===== src/rtl/smbus_clkcfg_slave.sv =====
module smbus_clkcfg_slave #(
  parameter logic [4:0] ADDR_PREFIX = 5'b11011,
  parameter logic [4:0] REV_ID      = 5'h03,
  parameter logic [7:0] RD_COUNT    = 8'd3,
  parameter int         SYNC_STAGES = 2
) (
  input  logic       clk,
  input  logic       rst_n,
  input  logic       scl_i,
  input  logic       sda_i,
  output logic       sda_oe,
  input  logic [1:0] addr_strap,
  input  logic       oe_pin,
  input  logic       pll_sel_pin,
  output logic [2:0] mult_sel,
  output logic [3:0] clk_en,
  output logic       pll_mode
);

  localparam logic [7:0] ID_BYTE   = {REV_ID, 3'b001};
  localparam logic [7:0] BYTE0_RST = 8'h1F;
  localparam int         NOUT      = 4;

  typedef enum logic [2:0] {S_IDLE, S_RX, S_RXACK, S_TX, S_TXACK} st_t;
  typedef enum logic [1:0] {K_ADDR, K_INDEX, K_COUNT, K_DATA} kind_t;

  logic [SYNC_STAGES-1:0] scl_ff, sda_ff;
  logic scl_s, sda_s, scl_p, sda_p;
  logic scl_rise, scl_fall, start_det, stop_det;

  st_t   st;
  kind_t kind;
  logic [3:0] bitcnt;
  logic [7:0] shreg, txsh, idx, remain, reg0, reg1, rd_data, next_idx;
  logic       rd_mode, host_ack, byte_done, addr_hit;

  always_ff @(posedge clk or negedge rst_n) begin
    if (!rst_n) begin
      scl_ff <= '1;
      sda_ff <= '1;
      scl_p  <= 1'b1;
      sda_p  <= 1'b1;
    end else begin
      scl_ff <= {scl_ff[SYNC_STAGES-2:0], scl_i};
      sda_ff <= {sda_ff[SYNC_STAGES-2:0], sda_i};
      scl_p  <= scl_s;
      sda_p  <= sda_s;
    end
  end

  assign scl_s     = scl_ff[SYNC_STAGES-1];
  assign sda_s     = sda_ff[SYNC_STAGES-1];
  assign scl_rise  = scl_s & ~scl_p;
  assign scl_fall  = ~scl_s & scl_p;
  assign start_det = scl_s & scl_p & sda_p & ~sda_s;
  assign stop_det  = scl_s & scl_p & ~sda_p & sda_s;

  assign byte_done = (st == S_RX) && scl_fall && (bitcnt == 4'd8);
  assign addr_hit  = (shreg[7:1] == {ADDR_PREFIX, addr_strap});
  assign next_idx  = (idx == 8'hFF) ? idx : idx + 8'd1;

  always_comb begin
    case (idx)
      8'd0:    rd_data = reg0;
      8'd1:    rd_data = reg1;
      8'd2:    rd_data = ID_BYTE;
      default: rd_data = 8'h00;
    endcase
  end

  always_ff @(posedge clk or negedge rst_n) begin
    if (!rst_n) begin
      st       <= S_IDLE;
      kind     <= K_ADDR;
      bitcnt   <= '0;
      shreg    <= '0;
      txsh     <= '1;
      idx      <= '0;
      remain   <= '0;
      rd_mode  <= 1'b0;
      host_ack <= 1'b0;
      reg0     <= BYTE0_RST;
      reg1     <= '0;
    end else if (start_det) begin
      st     <= S_RX;
      kind   <= K_ADDR;
      bitcnt <= '0;
    end else if (stop_det) begin
      st <= S_IDLE;
    end else begin
      case (st)
        S_RX: begin
          if (scl_rise) begin
            shreg  <= {shreg[6:0], sda_s};
            bitcnt <= bitcnt + 4'd1;
          end else if (byte_done) begin
            st <= S_RXACK;
            case (kind)
              K_ADDR: begin
                if (addr_hit) begin
                  rd_mode <= shreg[0];
                  kind    <= K_INDEX;
                end else begin
                  st <= S_IDLE;
                end
              end
              K_INDEX: begin
                idx  <= shreg;
                kind <= K_COUNT;
              end
              K_COUNT: begin
                remain <= shreg;
                kind   <= K_DATA;
              end
              default: begin
                if (remain != 8'd0) begin
                  remain <= remain - 8'd1;
                  idx    <= next_idx;
                  if (idx == 8'd0) reg0 <= shreg;
                  if (idx == 8'd1) reg1 <= shreg;
                end
              end
            endcase
          end
        end
        S_RXACK: begin
          if (scl_fall) begin
            bitcnt <= '0;
            if (rd_mode && kind == K_INDEX) begin
              st   <= S_TX;
              txsh <= RD_COUNT;
            end else begin
              st <= S_RX;
            end
          end
        end
        S_TX: begin
          if (scl_rise) begin
            bitcnt <= bitcnt + 4'd1;
          end else if (scl_fall) begin
            if (bitcnt == 4'd8) st <= S_TXACK;
            else                txsh <= {txsh[6:0], 1'b1};
          end
        end
        S_TXACK: begin
          if (scl_rise) begin
            host_ack <= ~sda_s;
          end else if (scl_fall) begin
            if (host_ack) begin
              st     <= S_TX;
              bitcnt <= '0;
              txsh   <= rd_data;
              idx    <= next_idx;
            end else begin
              st <= S_IDLE;
            end
          end
        end
        default: ;
      endcase
    end
  end

  assign sda_oe = (st == S_RXACK) || (st == S_TX && !txsh[7]);

  assign mult_sel = reg0[6:4];
  assign pll_mode = pll_sel_pin;

  for (genvar g = 0; g < NOUT; g++) begin : g_en
    assign clk_en[g] = oe_pin & reg0[NOUT-1-g];
  end

  p_addr_nack_r1: assert property (@(posedge clk) disable iff (!rst_n)
    (byte_done && kind == K_ADDR && !addr_hit) |=> (st == S_IDLE && !sda_oe));

  p_discard_r3: assert property (@(posedge clk) disable iff (!rst_n)
    (byte_done && kind == K_DATA && (idx > 8'd1 || remain == 8'd0))
      |=> ($stable(reg0) && $stable(reg1)));

  p_nack_release_r6: assert property (@(posedge clk) disable iff (!rst_n)
    (st == S_TXACK && scl_fall && !host_ack) |=> !sda_oe);

  p_mult_on_write_r8: assert property (@(posedge clk) disable iff (!rst_n)
    !$stable(mult_sel) |-> $past(byte_done));

  p_stop_idle_r11: assert property (@(posedge clk) disable iff (!rst_n)
    (stop_det && !start_det) |=> (st == S_IDLE));

  p_start_addr_r11: assert property (@(posedge clk) disable iff (!rst_n)
    start_det |=> (st == S_RX && kind == K_ADDR && bitcnt == 4'd0));

  p_drive_scl_low_r12: assert property (@(posedge clk) disable iff (!rst_n)
    !$stable(sda_oe) |-> (!$past(scl_s) || $past(start_det) || $past(stop_det)));

endmodule


===== config.mk =====
export PLATFORM = sky130hd
export DESIGN_NAME = smbus_clkcfg_slave
export DESIGN_NICKNAME = d
export VERILOG_FILES = /design/src/rtl/smbus_clkcfg_slave.sv
export SDC_FILE = /design/constraint.sdc
export NUM_CORES = 1
export LEC_CHECK = 0
export ABC_AREA = 1
export BUFFER_PORTS_ARGS = -buffer_cell sky130_fd_sc_hd__buf_2
export CORE_ASPECT_RATIO = 0.5
export CORE_MARGIN = 3
export CORE_UTILIZATION = 56
export DETAILED_ROUTE_END_ITERATION = 8
export PLACE_DENSITY = 0.76
export SLEW_MARGIN = 20
export SYNTH_ARGS = -nofsm -noshare
export SYNTH_HDL_FRONTEND = slang
export SYNTH_SLANG_ARGS = --single-unit

===== constraint.sdc =====
create_clock -name clk -period 1.5 [get_ports clk]
set_input_delay 0.3 -clock clk [delete_from_list [all_inputs] [get_ports clk]]
set_output_delay 0.3 -clock clk [all_outputs]
set_load 0.02 [all_outputs]

### Word-level counts from Yosys, hierarchy flattened

Index checks and enable logic that the tools add are counted.

| word-level totals | value |
|---|---|
| bits in registers | 65 |
| word-level logic and storage cells | 160 |
| output and inout port bits | 9 |
| bits of input ports | 8 |

| cells by class | value |
|---|---|
| add/subtract/negate cells | 3 |
| bitwise logic cells | 20 |
| equality and inequality tests | 39 |
| reductions and logical operators | 32 |
| mux-type cells | 51 |

Operators with widths:

| cell | number |
|---|---|
| $mux W8 | 16 |
| $pmux W8 S2 | 3 |
| $pmux W8 S3 | 2 |
| $ne A4 B4 Y1 const B | 8 |
| $mux W3 | 10 |
| $mux W4 | 7 |
| $ne A2 B2 Y1 const B | 12 |
| $reduce_and A7 Y1 | 3 |
| $mux W2 | 10 |
| $reduce_and A8 Y1 | 2 |
| $ne A3 B3 Y1 const B | 5 |
| $pmux W3 S4 | 1 |
| $pmux W4 S3 | 1 |
| $and A1 B1 Y1 | 11 |
| $reduce_and A11 Y1 | 1 |
| $reduce_and A10 Y1 | 1 |
| $not A1 Y1 | 9 |
| $reduce_and A9 Y1 | 1 |
| $add A8 B1 Y8 const B | 1 |
| $eq A8 B1 Y1 const B | 1 |
| $eq A8 B2 Y1 const B | 1 |
| $eq A8 B8 Y1 const B | 1 |
| $logic_not A8 Y1 | 1 |
| $reduce_and A4 Y1 | 2 |
| 24 further kinds | 35 |

### Depth between registers and ports, before layout

Gate-level depths: netlist (run 1).

| depth | value |
|---|---|
| depth in word-level cells | 9 |
| depth in mapped cells | 12 |
| depth with buffers taken out | 12 |

### Least setup slack after synthesis (run 1)

OpenSTA, ideal clock, no wires.

| timing | value |
|---|---|
| path type | reg-to-reg |
| from | reg idx[0] |
| to | reg reg0[2] |
| setup time | 79 ps |
| slack | -80 ps |
| stages on the path, launching flop included | 11 |
| arrival time | 1501 ps |
| buffers on the path | 1 |
| required time | 1421 ps |
| period minus slack after synthesis | 1580 ps |
| path through | dfrtp_1 > inv_1 > ha_1 > inv_1 > nor2_4 > inv_1 > nor2_2 > nand4_4 > buf_6 > nand2_2 > o21ai_2 |

| between the ends | value |
|---|---|
| cells in the longest elaborated chain, start to end | 2 |

RTL lines:

| element | line | text |
|---|---|---|
| start, declared | 34 | `logic [7:0] shreg, txsh, idx, remain, reg0, reg1, rd_data, next_idx;` |
| start signal, assigned | 108 | `idx <= shreg;` |
| start signal, assigned | 118 | `idx <= next_idx;` |
| start signal, assigned | 153 | `idx <= next_idx;` |
| $logic_not A8 Y1 | 119 | `if (idx == 8'd0) reg0 <= shreg;` |
| $reduce_and A8 Y1 (no source line) | -- |  |
| end signal, assigned | 119 |  |
| end, declared | 34 |  |

No other way between the ends.
A chain may end at the register's enable or synchronous reset.

### Final worst setup path (run 1)

| timing | value |
|---|---|
| from | reg bitcnt[0] |
| to | reg reg1[4] |

| between the ends | value |
|---|---|
| cells in the longest elaborated chain, start to end | 3 |

RTL lines:

| element | line | text |
|---|---|---|
| start, declared | 33 | `logic [3:0] bitcnt;` |
| start signal, assigned | 95 | `bitcnt <= bitcnt + 4'd1;` |
| start signal, assigned | 139 | `bitcnt <= bitcnt + 4'd1;` |
| $eq A4 B4 Y1 | 58 | `assign byte_done = (st == S_RX) && scl_fall && (bitcnt == 4'd8);` |
| $logic_and A1 B1 Y1 | 58 |  |
| $reduce_and A8 Y1 (no source line) | -- |  |
| end signal, assigned | 120 | `if (idx == 8'd1) reg1 <= shreg;` |
| end, declared | 34 |  |

No other way between the ends.

==> flow_summary.yaml, run 1 <==
status:
  status: "complete, but fails checks"
  violations: "setup timing"
timing:
  finalCriticalPeriod_ns: 1.87
  timing.final.ws_setup_ns: -0.371
  rsz0062_at_grt: "yes"
  period_share_pct: 125
  worst_slew_pin_slew_ns: 0.420
  setup_viol: 62
  max_slew_margin_pct: 72.0
  clock_skew_ns: 0.0109
  drv_slew: 0
  hold_violations: 0
  max_freq_ghz: 0.535
synth:
  synth_xor_area_share_pct: 1.28
  yosysUniqueCellTypes: 30
  synth.cell_area_um2: 4110
  synth_edf_count: 0
  synth_ff_type: "dfrtp_1"
  syn_inst: 562
  synth-simple-area-share_pct: 35.8
  ys_ff_latch: 65
  synth_sequential_area_ratio_pct: 40.2
  synthAdderAreaFrac_pct: 3.66
  synth_top_family_by_area: "simple AND/OR/NAND/NOR gates"
  synthArstFlopShare_pct: 100
  synth_compound_area_share_pct: 9.32
  synth_nets: 582
  synth.area.mux_share_pct: 0.244
  avgSynthCellArea_um2: 7.31
  ys_warn_count: 0
setup_path:
  arrival_ns: 2.13
  path_class: "flop to flop"
  required_ns: 1.76
  start_kind: "flop"
  path_max_fanout: 8
  end_kind: "flop"
cells_and_area:
  num-nets-final: 701
  final_cell_area_um2: 6030
  final_cell_mix: "nand2_1, buf_4, inv_1"
  layout_commonest_cell: "nand2_1"
  fin_cells: 778
  num_antenna_cells: 0
  drive_gt1_share_pct: 46.5
  syn_to_final_growth_pct: 46.8
  fillers: 293
clocking:
  ctsRootBufferMaster: "clkbuf_16"
  clk_latency_ns: 0.35
  htree_levels: 3
  clock-sinks: 65
  cts_tree: "done"
  ctsLongestPathBuffers: 2
  cts_inserted_buffers: 9
  clkSlewWorstSetupHoldPaths_ns: 0.07
detailed_routing:
  vias: 4919
  postRouteAntennaNets: 0
  detail_route.wl_per_cell_um: 21.3
  drt-pass1-iter-count: 6
  route.detailed.drc: 0
  routed_wl_mm: 16.6
  drtIter0Drc: 913
  viasPerCell: 6.32
global_route:
  grt_pass1_vias: 4184
  grt_max_degree: 66
  overflow: 0
  grt_pass1_wl_mm: 20.0
  track_usage_pct: 30.6
  antenna_found_initial: 0
placed_design:
  hpwl_mm: 7.52
  io_buffers: 14
  dpl_cell_area_um2: 4840
  placed_cells: 736
  gp_congestion: 0.898
pwr:
  ir_worst_vdd_mv: 0.795
  power_density_nw_per_um2: 1070
  total_leakage_power_nw: 3.10
die:
  die_x_um: 127
  die_h_um: 66.6
  core.rowCount: 21
  ios: 17
  start_util_pct: 59.7
  fp.dieArea_um2: 8460
  core_region_area_um2: 6880
flow_run:
  drv_cap: 0
hold_path:
  hp-class: "input port to flop"
-- report_power, final --
group	total, mW	switching [mW]	leakage, nW	internal [mW]
sequential	2.21	0.218	0.822	2.00
combinational	2.06	1.23	2.13	0.834
clock	2.17	0.838	0.144	1.33
-- through the flow --
step	setup WS [ns]	hold WS [ns]	utilization, %	power, mW	TNS [ns]
final	-0.371	0.0545	87.6	6.44	-11.92
after global routing	-0.413	0.0514	87.6	6.64	-15.38
after CTS	-0.174	0.0510	79.8	5.93	-4.59
after detailed placement	-0.178	0.344	70.4	3.75	-4.23
after global placement	-0.108	0.338	70.4	3.71	-1.94
after floorplan	-0.0687	0.00441	-	3.05	-0.833
-- cells in the mapped netlist (all sizes together), types with 2 or more instances --
| cell type | instances | area [µm²] |
|---|---|---|
| dfrtp | 46 | 1150 |
| xnor2 | 2 | 17.5 |
| a21oi | 12 | 60.1 |
| xor2 | 4 | 35.0 |
| o21ai | 51 | 315 |
| clkbuf | 2 | 7.51 |
| nand2 | 214 | 843 |
| nand4 | 16 | 130 |
| inv | 78 | 298 |
| nor2 | 45 | 241 |
| ha | 12 | 150 |
| nand3 | 47 | 248 |
| dfstp | 19 | 499 |
| buf | 11 | 86.3 |
-- layer usage --
layer  track usage [%]  wire length [µm]  vias to the layer above
li1                  -                 -                     2018
met1              37.7              5860                     2214
met2              50.7              7120                      488
met3              9.61              2160                      199
met4              12.2              1470                        0
met5                 0                 0                        -
-- area by class of cell --
cell class                 count  area [µm²]  area share [%]
multi-input combinational    408        2640            43.7
sequential                    65        1660            27.4
timing repair buffer         119        1020            16.9
inverter                      78         314            5.21
clock buffer                  13         250            4.15
tap                           92         115            1.91
clock inverter                 3        40.0           0.664
-- path summary, 6_finish.rpt --
| check | slack, ns | from | endpoint | cells after the start |
|---|---|---|---|---|
| setup / recovery | -0.37 | bitcnt[0] | reg1[4] | 10 |
| max in group asynchronous | 0.65 | rst_n | reg0[3] | 3 |
| setup reg to reg | -0.37 | bitcnt[0] | reg1[4] | 10 |
| hold / removal | 0.05 | scl_i | scl_ff[0] | 1 |
| hold reg to reg | 0.36 | sda_ff[0] | sda_ff[1] | 0 |
| min in group asynchronous | 0.49 | rst_n | bitcnt[2] | 3 |
-- logic make-up (layout without fill, tap and decap cells) --
group	count (synthesis)	in the layout
AOI/OAI and AO/OA	64	64
adders and majority gates	12	12
muxes	1	1
buffers and inverters	91	213
xor gates and xnor gates	6	6
and+or+nand+nor	323	325
DFF	65	65
-- worst max-delay path, stage by stage, from the launching register on --
cell,delay (ns)
dfrtp_1,0.41
inv_2,0.08
ha_4,0.14
nand2_4,0.06
nor2_4,0.15
nand2_4,0.10
nor2_8,0.17
buf_6,0.13
nand4_4,0.15
clkbuf_16,0.22
o21ai_2,0.18
-- registers in the layout, indices dropped and copies added, names as in the netlist --
name      count
idx           8
rd_mode       1
scl_ff        2
txsh          8
scl_p         1
host_ack      1
kind          2
remain        8
sda_p         1
st            3
bitcnt        4
shreg         8
sda_ff        2
reg0          8
reg1          8
-- what timing repair did --
action,CTS,global route
setup buffers,9,16
endpoints found under the hold margin,34,0
pin swaps,21,46
cloned,2,1
hold buffers,1,0
gates resized for setup,81,125
setup endpoints to repair,51,56
Power figures use the tool's default switching activity.
==> run 2: changes to the inputs <==
--- a/config.mk
+++ b/config.mk
@@ -5,13 +5,12 @@
 export SDC_FILE = /design/constraint.sdc
 export NUM_CORES = 1
 export LEC_CHECK = 0
-export ABC_AREA = 1
 export BUFFER_PORTS_ARGS = -buffer_cell sky130_fd_sc_hd__buf_2
 export CORE_ASPECT_RATIO = 0.5
 export CORE_MARGIN = 3
-export CORE_UTILIZATION = 56
+export CORE_UTILIZATION = 55
 export DETAILED_ROUTE_END_ITERATION = 8
-export PLACE_DENSITY = 0.76
+export PLACE_DENSITY = 0.75
 export SLEW_MARGIN = 20
 export SYNTH_ARGS = -nofsm -noshare
 export SYNTH_HDL_FRONTEND = slang
==> flow_summary.yaml, run 2 <==
timing:
  rsz0062_at_grt: "yes"
  clock_skew_ns: 0.00829
  setup_viol: 60
  worst_slew_pin_slew_ns: 0.611
  period_share_pct: 145
  finalCriticalPeriod_ns: 2.18
  drv_slew: 0
  hold_slack_ns: 0.0594
  timing.final.ws_setup_ns: -0.680
  tns_ns: -29.11
  max_slew_margin_pct: 58.9
  max_freq_ghz: 0.459
  hold_violations: 0
setup_path:
  path_cells: "or4_4, nor3_4, and4_4, and2_4, buf_6, mux2_4"
  required_ns: 1.72
  start_kind: "flop"
  path_max_fanout: 4
  slowest_stage: "or4_4"
  cp_slowest_stage_delay_ns: 0.55
  end_kind: "flop"
  arrival_ns: 2.40
  path_buf_inv: 1
  path_class: "flop to flop"
  cp_top_family: "simple AND/OR/NAND/NOR gates"
synth:
  yosysUniqueCellTypes: 56
  yosys-top-cells-count: "dfrtp_1, mux2_2, nand2_1, o21ai_0, nor2_1"
  yosysMostFrequentCell: "dfrtp_1"
  ys_ff_latch: 65
  synth_sequential_area_ratio_pct: 45.6
  yosys-top-cells-area: "dfrtp_1, dfstp_2, mux2_2"
  synth.cell_area_um2: 3620
  synth_edf_count: 0
  synth_top_area_share_pct: 31.8
  synth_nets: 374
  synthArstFlopShare_pct: 100
  ys_warn_count: 0
  syn_inst: 354
  avgSynthCellArea_um2: 10.2
  synth_ff_type: "dfrtp_1"
  yosysTopAreaCell: "dfrtp_1"
hold_path:
  hp-class: "input port to flop"
detailed_routing:
  viasPerCell: 7.10
  routed_wl_mm: 16.1
  postRouteAntennaNets: 0
  vias: 4054
  route.detailed.drc: 0
  drtIter0Drc: 741
  detail_route.wl_per_cell_um: 28.1
  drt-pass1-iter-count: 8
global_route:
  overflow: 0
  grt_max_degree: 45
  antenna_found_initial: 0
  grt_pass1_wl_mm: 20.8
  track_usage_pct: 35.9
  grt_pass1_vias: 3804
cells_and_area:
  layout_commonest_cell: "buf_4"
  final_cell_area_um2: 5690
  ff_latch_area_um2: 1650
  num-nets-final: 498
  syn_to_final_growth_pct: 57.3
  final_cell_mix: "buf_4, dfrtp_1, mux2_4"
  final_util_pct: 91.7
  multi_input_area_um2: 2470
  num_antenna_cells: 0
  drive_gt1_share_pct: 60.5
  fillers: 191
  fin_cells: 571
pwr:
  power_density_nw_per_um2: 1180
  total_leakage_power_nw: 2.56
  p_total_mw: 6.72
  ir_worst_vdd_mv: 1.10
placed_design:
  io_buffers: 14
  dpl_cell_area_um2: 4580
  gp_congestion: 0.868
  hpwl_mm: 7.30
  placed_cells: 529
  preCtsSetupSlack_ns: -0.588
die:
  core_region_area_um2: 6210
  die_x_um: 121
  die_h_um: 63.4
  fp.dieArea_um2: 7650
  start_util_pct: 58.3
  ios: 17
  core.rowCount: 20
status:
  status: "complete, but fails checks"
  violations: "setup timing"
clocking:
  cts_tree: "done"
  clk_latency_ns: 0.34
  clock-sinks: 65
  clkSlewWorstSetupHoldPaths_ns: 0.06
  ctsRootBufferMaster: "clkbuf_16"
  cts_inserted_buffers: 9
  htree_levels: 3
  ctsLongestPathBuffers: 2
flow_run:
  drv_cap: 0
## run 2: worst register-to-register path: stages, from the launching register on
cell     delay [ns]
dfrtp_1        0.39
or4_4          0.55
nor3_4         0.19
and4_4         0.29
and2_4         0.18
buf_6          0.14
mux2_4         0.32
## run 2: logic make-up after synthesis
| group | count (synthesis) | share of synthesized area, % |
|---|---|---|
| AOI/OAI and AO/OA | 89 | 16.3 |
| muxes | 35 | 10.8 |
| DFF | 65 | 45.6 |
| xor gates and xnor gates | 5 | 1.21 |
| and+or+nand+nor | 116 | 17.4 |
| buffers and inverters | 32 | 4.60 |
| adders and majority gates | 12 | 4.15 |
## run 2: path summary, 6_finish.rpt
path	start	end	slack, ns	depth (start not counted)
min	sda_i	sda_ff[0]	0.06	1
max reg2reg	idx[4]	reg1[3]	-0.68	6
min in group asynchronous	rst_n	host_ack	0.49	3
max in group asynchronous	rst_n	kind[1]	0.49	3
max	idx[4]	reg1[3]	-0.68	6
min reg2reg	scl_ff[0]	scl_ff[1]	0.36	0
## run 2: per-layer routing
metal | vias to the layer above | global-route usage [%] | share of wire [%]
met2 | 417 | 56.8 | 43
met1 | 1937 | 45.8 | 37
met4 | 0 | 16.7 | 7.6
met5 | - | 0 | 0
li1 | 1549 | - | -
met3 | 151 | 10.5 | 12
## run 2: what timing repair did
action | CTS | global route
endpoints found under the setup margin | 60 | 63
gates resized for setup | 73 | 75
hold endpoints to repair | 15 | 0
setup buffers | 16 | 10
gates cloned | 1 | 0
pin swaps | 21 | 21
hold buffers | 1 | 0
## run 2: power by group
group          leakage [nW]  switching (mW)  internal (mW)
combinational          1.60            1.25           1.08
sequential            0.815           0.266           2.00
clock                 0.142           0.795           1.32
## run 2: layout make-up
type,count,area share (%)
multi-input cells,257,43.5
flip-flops and latches,65,29.1
repair buffers,131,19.4
clock buffers,11,4.27
well taps,88,1.93
clock inverters,5,0.967
inverters,14,0.923
==> run 3: changes to the inputs <==
--- a/config.mk
+++ b/config.mk
@@ -11,7 +11,7 @@
 export CORE_UTILIZATION = 55
 export DETAILED_ROUTE_END_ITERATION = 8
 export PLACE_DENSITY = 0.75
-export SLEW_MARGIN = 20
+export SKIP_CTS_REPAIR_TIMING = 1
 export SYNTH_ARGS = -nofsm -noshare
 export SYNTH_HDL_FRONTEND = slang
 export SYNTH_SLANG_ARGS = --single-unit
==> flow_summary.yaml, run 3 (synthesis gave the netlist of run 2 again) <==
status:
  status: "complete, but fails checks"
  violations: "setup timing"
setup_path:
  path_max_fanout: 4
  slowest_stage: "dfrtp_1"
  arrival_ns: 2.47
  path_class: "flop to flop"
  cp_slowest_stage_delay_ns: 0.39
  start_kind: "flop"
  required_ns: 1.73
  end_kind: "flop"
  path_cells: "inv_2, ha_4, nand3b_1, buf_4, nor4_4, and4_4, and2_4, buf_6, mux2_4"
pwr:
  clkPwrFrac_pct: 33.0
  p_seq_share_pct: 35.3
  cell_internal_pwr_mw: 4.30
  swShare_pct: 32.5
  switching_power_mw: 2.07
  total_leakage_power_nw: 2.41
  power_density_nw_per_um2: 1190
  ir_worst_vdd_mv: 0.991
  power_frac_comb_pct: 31.7
timing:
  clock_skew_ns: 0.00803
  period_share_pct: 150
  worst_slew_pin_slew_ns: 0.800
  finalCriticalPeriod_ns: 2.25
  max_slew_margin_pct: 46.1
  timing.final.ws_setup_ns: -0.746
  hold_slack_ns: 0.0572
  hold_violations: 0
  rsz0062_at_grt: "yes"
  tns_ns: -29.36
  max_freq_ghz: 0.445
  setup_viol: 58
  drv_slew: 0
die:
  die_x_um: 121
  start_util_pct: 58.3
  core.rowCount: 20
  fp.dieArea_um2: 7650
  die_h_um: 63.4
  ios: 17
  core_region_area_um2: 6210
detailed_routing:
  postRouteAntennaNets: 0
  drtIter0Drc: 484
  vias: 3663
  route.detailed.drc: 0
  drt-pass1-iter-count: 6
  routed_wl_mm: 12.8
  detail_route.wl_per_cell_um: 22.9
  viasPerCell: 6.54
cells_and_area:
  fillers: 272
  syn_to_final_growth_pct: 48.5
  final_cell_mix: "buf_4, dfrtp_1, mux2_4"
  fin_cells: 560
  drive_gt1_share_pct: 55.3
  num_antenna_cells: 0
  num-nets-final: 487
  layout_commonest_cell: "buf_4"
  multi_input_area_um2: 2280
  ff_latch_area_um2: 1650
global_route:
  grtUsageMet1_pct: 37.8
  overflow: 0
  grt_util_met2_pct: 45.4
  grt-busiest-layer: "met2"
  grt_pass1_vias: 3370
  track_usage_pct: 28.4
  use_met3_pct: 7.17
  grt_pass1_wl_mm: 16.8
  grt_max_degree: 45
  antenna_found_initial: 0
placed_design:
  io_buffers: 14
  preCtsSetupSlack_ns: -0.588
  hpwl_mm: 7.30
  gp_congestion: 0.868
  placed_cells: 529
clocking:
  cts_inserted_buffers: 9
  clk_latency_ns: 0.34
  clock-sinks: 65
  ctsRootBufferMaster: "clkbuf_16"
  htree_levels: 3
  cts_tree: "done"
  ctsLongestPathBuffers: 2
  clkSlewWorstSetupHoldPaths_ns: 0.06
hold_path:
  hp-class: "input port to flop"
flow_run:
  drv_cap: 0
run 3: power by group through the flow:
| stage | logic [mW] | clock network (mW) | registers (mW) |
|---|---|---|---|
| 2_1_floorplan | 0.749 | 0 | 2.26 |
| 3_3_place_gp | 1.57 | 0 | 2.20 |
| 3_5_place_dp | 1.63 | 0 | 2.22 |
| 4_1_cts | 1.67 | 2.10 | 2.19 |
| 5_1_grt | 2.13 | 2.20 | 2.26 |
| 6_report | 2.02 | 2.10 | 2.25 |
run 3: critical path: cells and delay by family, from the launching register on:
family,cells,cell delay [ns]
simple gates,4,0.89
buf+inv,3,0.39
mux,1,0.32
flops,1,0.39
fa+ha+maj,1,0.13
run 3: worst paths after layout:
path                              to       from  cells past startpoint  slack [ns]
hold reg to reg            scl_ff[1]  scl_ff[0]                      0        0.35
max in group asynchronous      st[1]      rst_n                      3        0.49
setup / recovery             reg1[3]  bitcnt[1]                      9       -0.75
hold / removal             sda_ff[0]      sda_i                      1        0.06
setup reg to reg             reg1[3]  bitcnt[1]                      9       -0.75
min in group asynchronous     idx[6]      rst_n                      3        0.48
run 3: through the flow:
stage / area [µm²] / total power, mW / utilization (%)
2_1_floorplan: 3820 / 3.01 / -
3_3_place_gp: 4580 / 3.77 / 73.8
3_5_place_dp: 4580 / 3.85 / 73.8
4_1_cts: 4880 / 5.97 / 78.6
5_1_grt: 5370 / 6.59 / 86.6
6_report: 5370 / 6.37 / 86.6
run 3: area by class of cell:
cell class,count,area share (%)
Sequential cell,65,30.8
Multi-Input combinational cell,257,42.4
Inverter,14,0.978
Clock buffer,11,4.52
Timing Repair Buffer,120,18.2
Clock inverter,5,1.02
Tap cell,88,2.05
run 3: layer usage:
| metal | wire length [µm] | vias to the layer above | part of all wire [%] |
|---|---|---|---|
| met3 | 1390 | 78 | 11 |
| met5 | 0 | - | 0 |
| met4 | 595 | 0 | 4.6 |
| li1 | - | 1528 | - |
| met2 | 5800 | 275 | 45 |
| met1 | 5040 | 1782 | 39 |
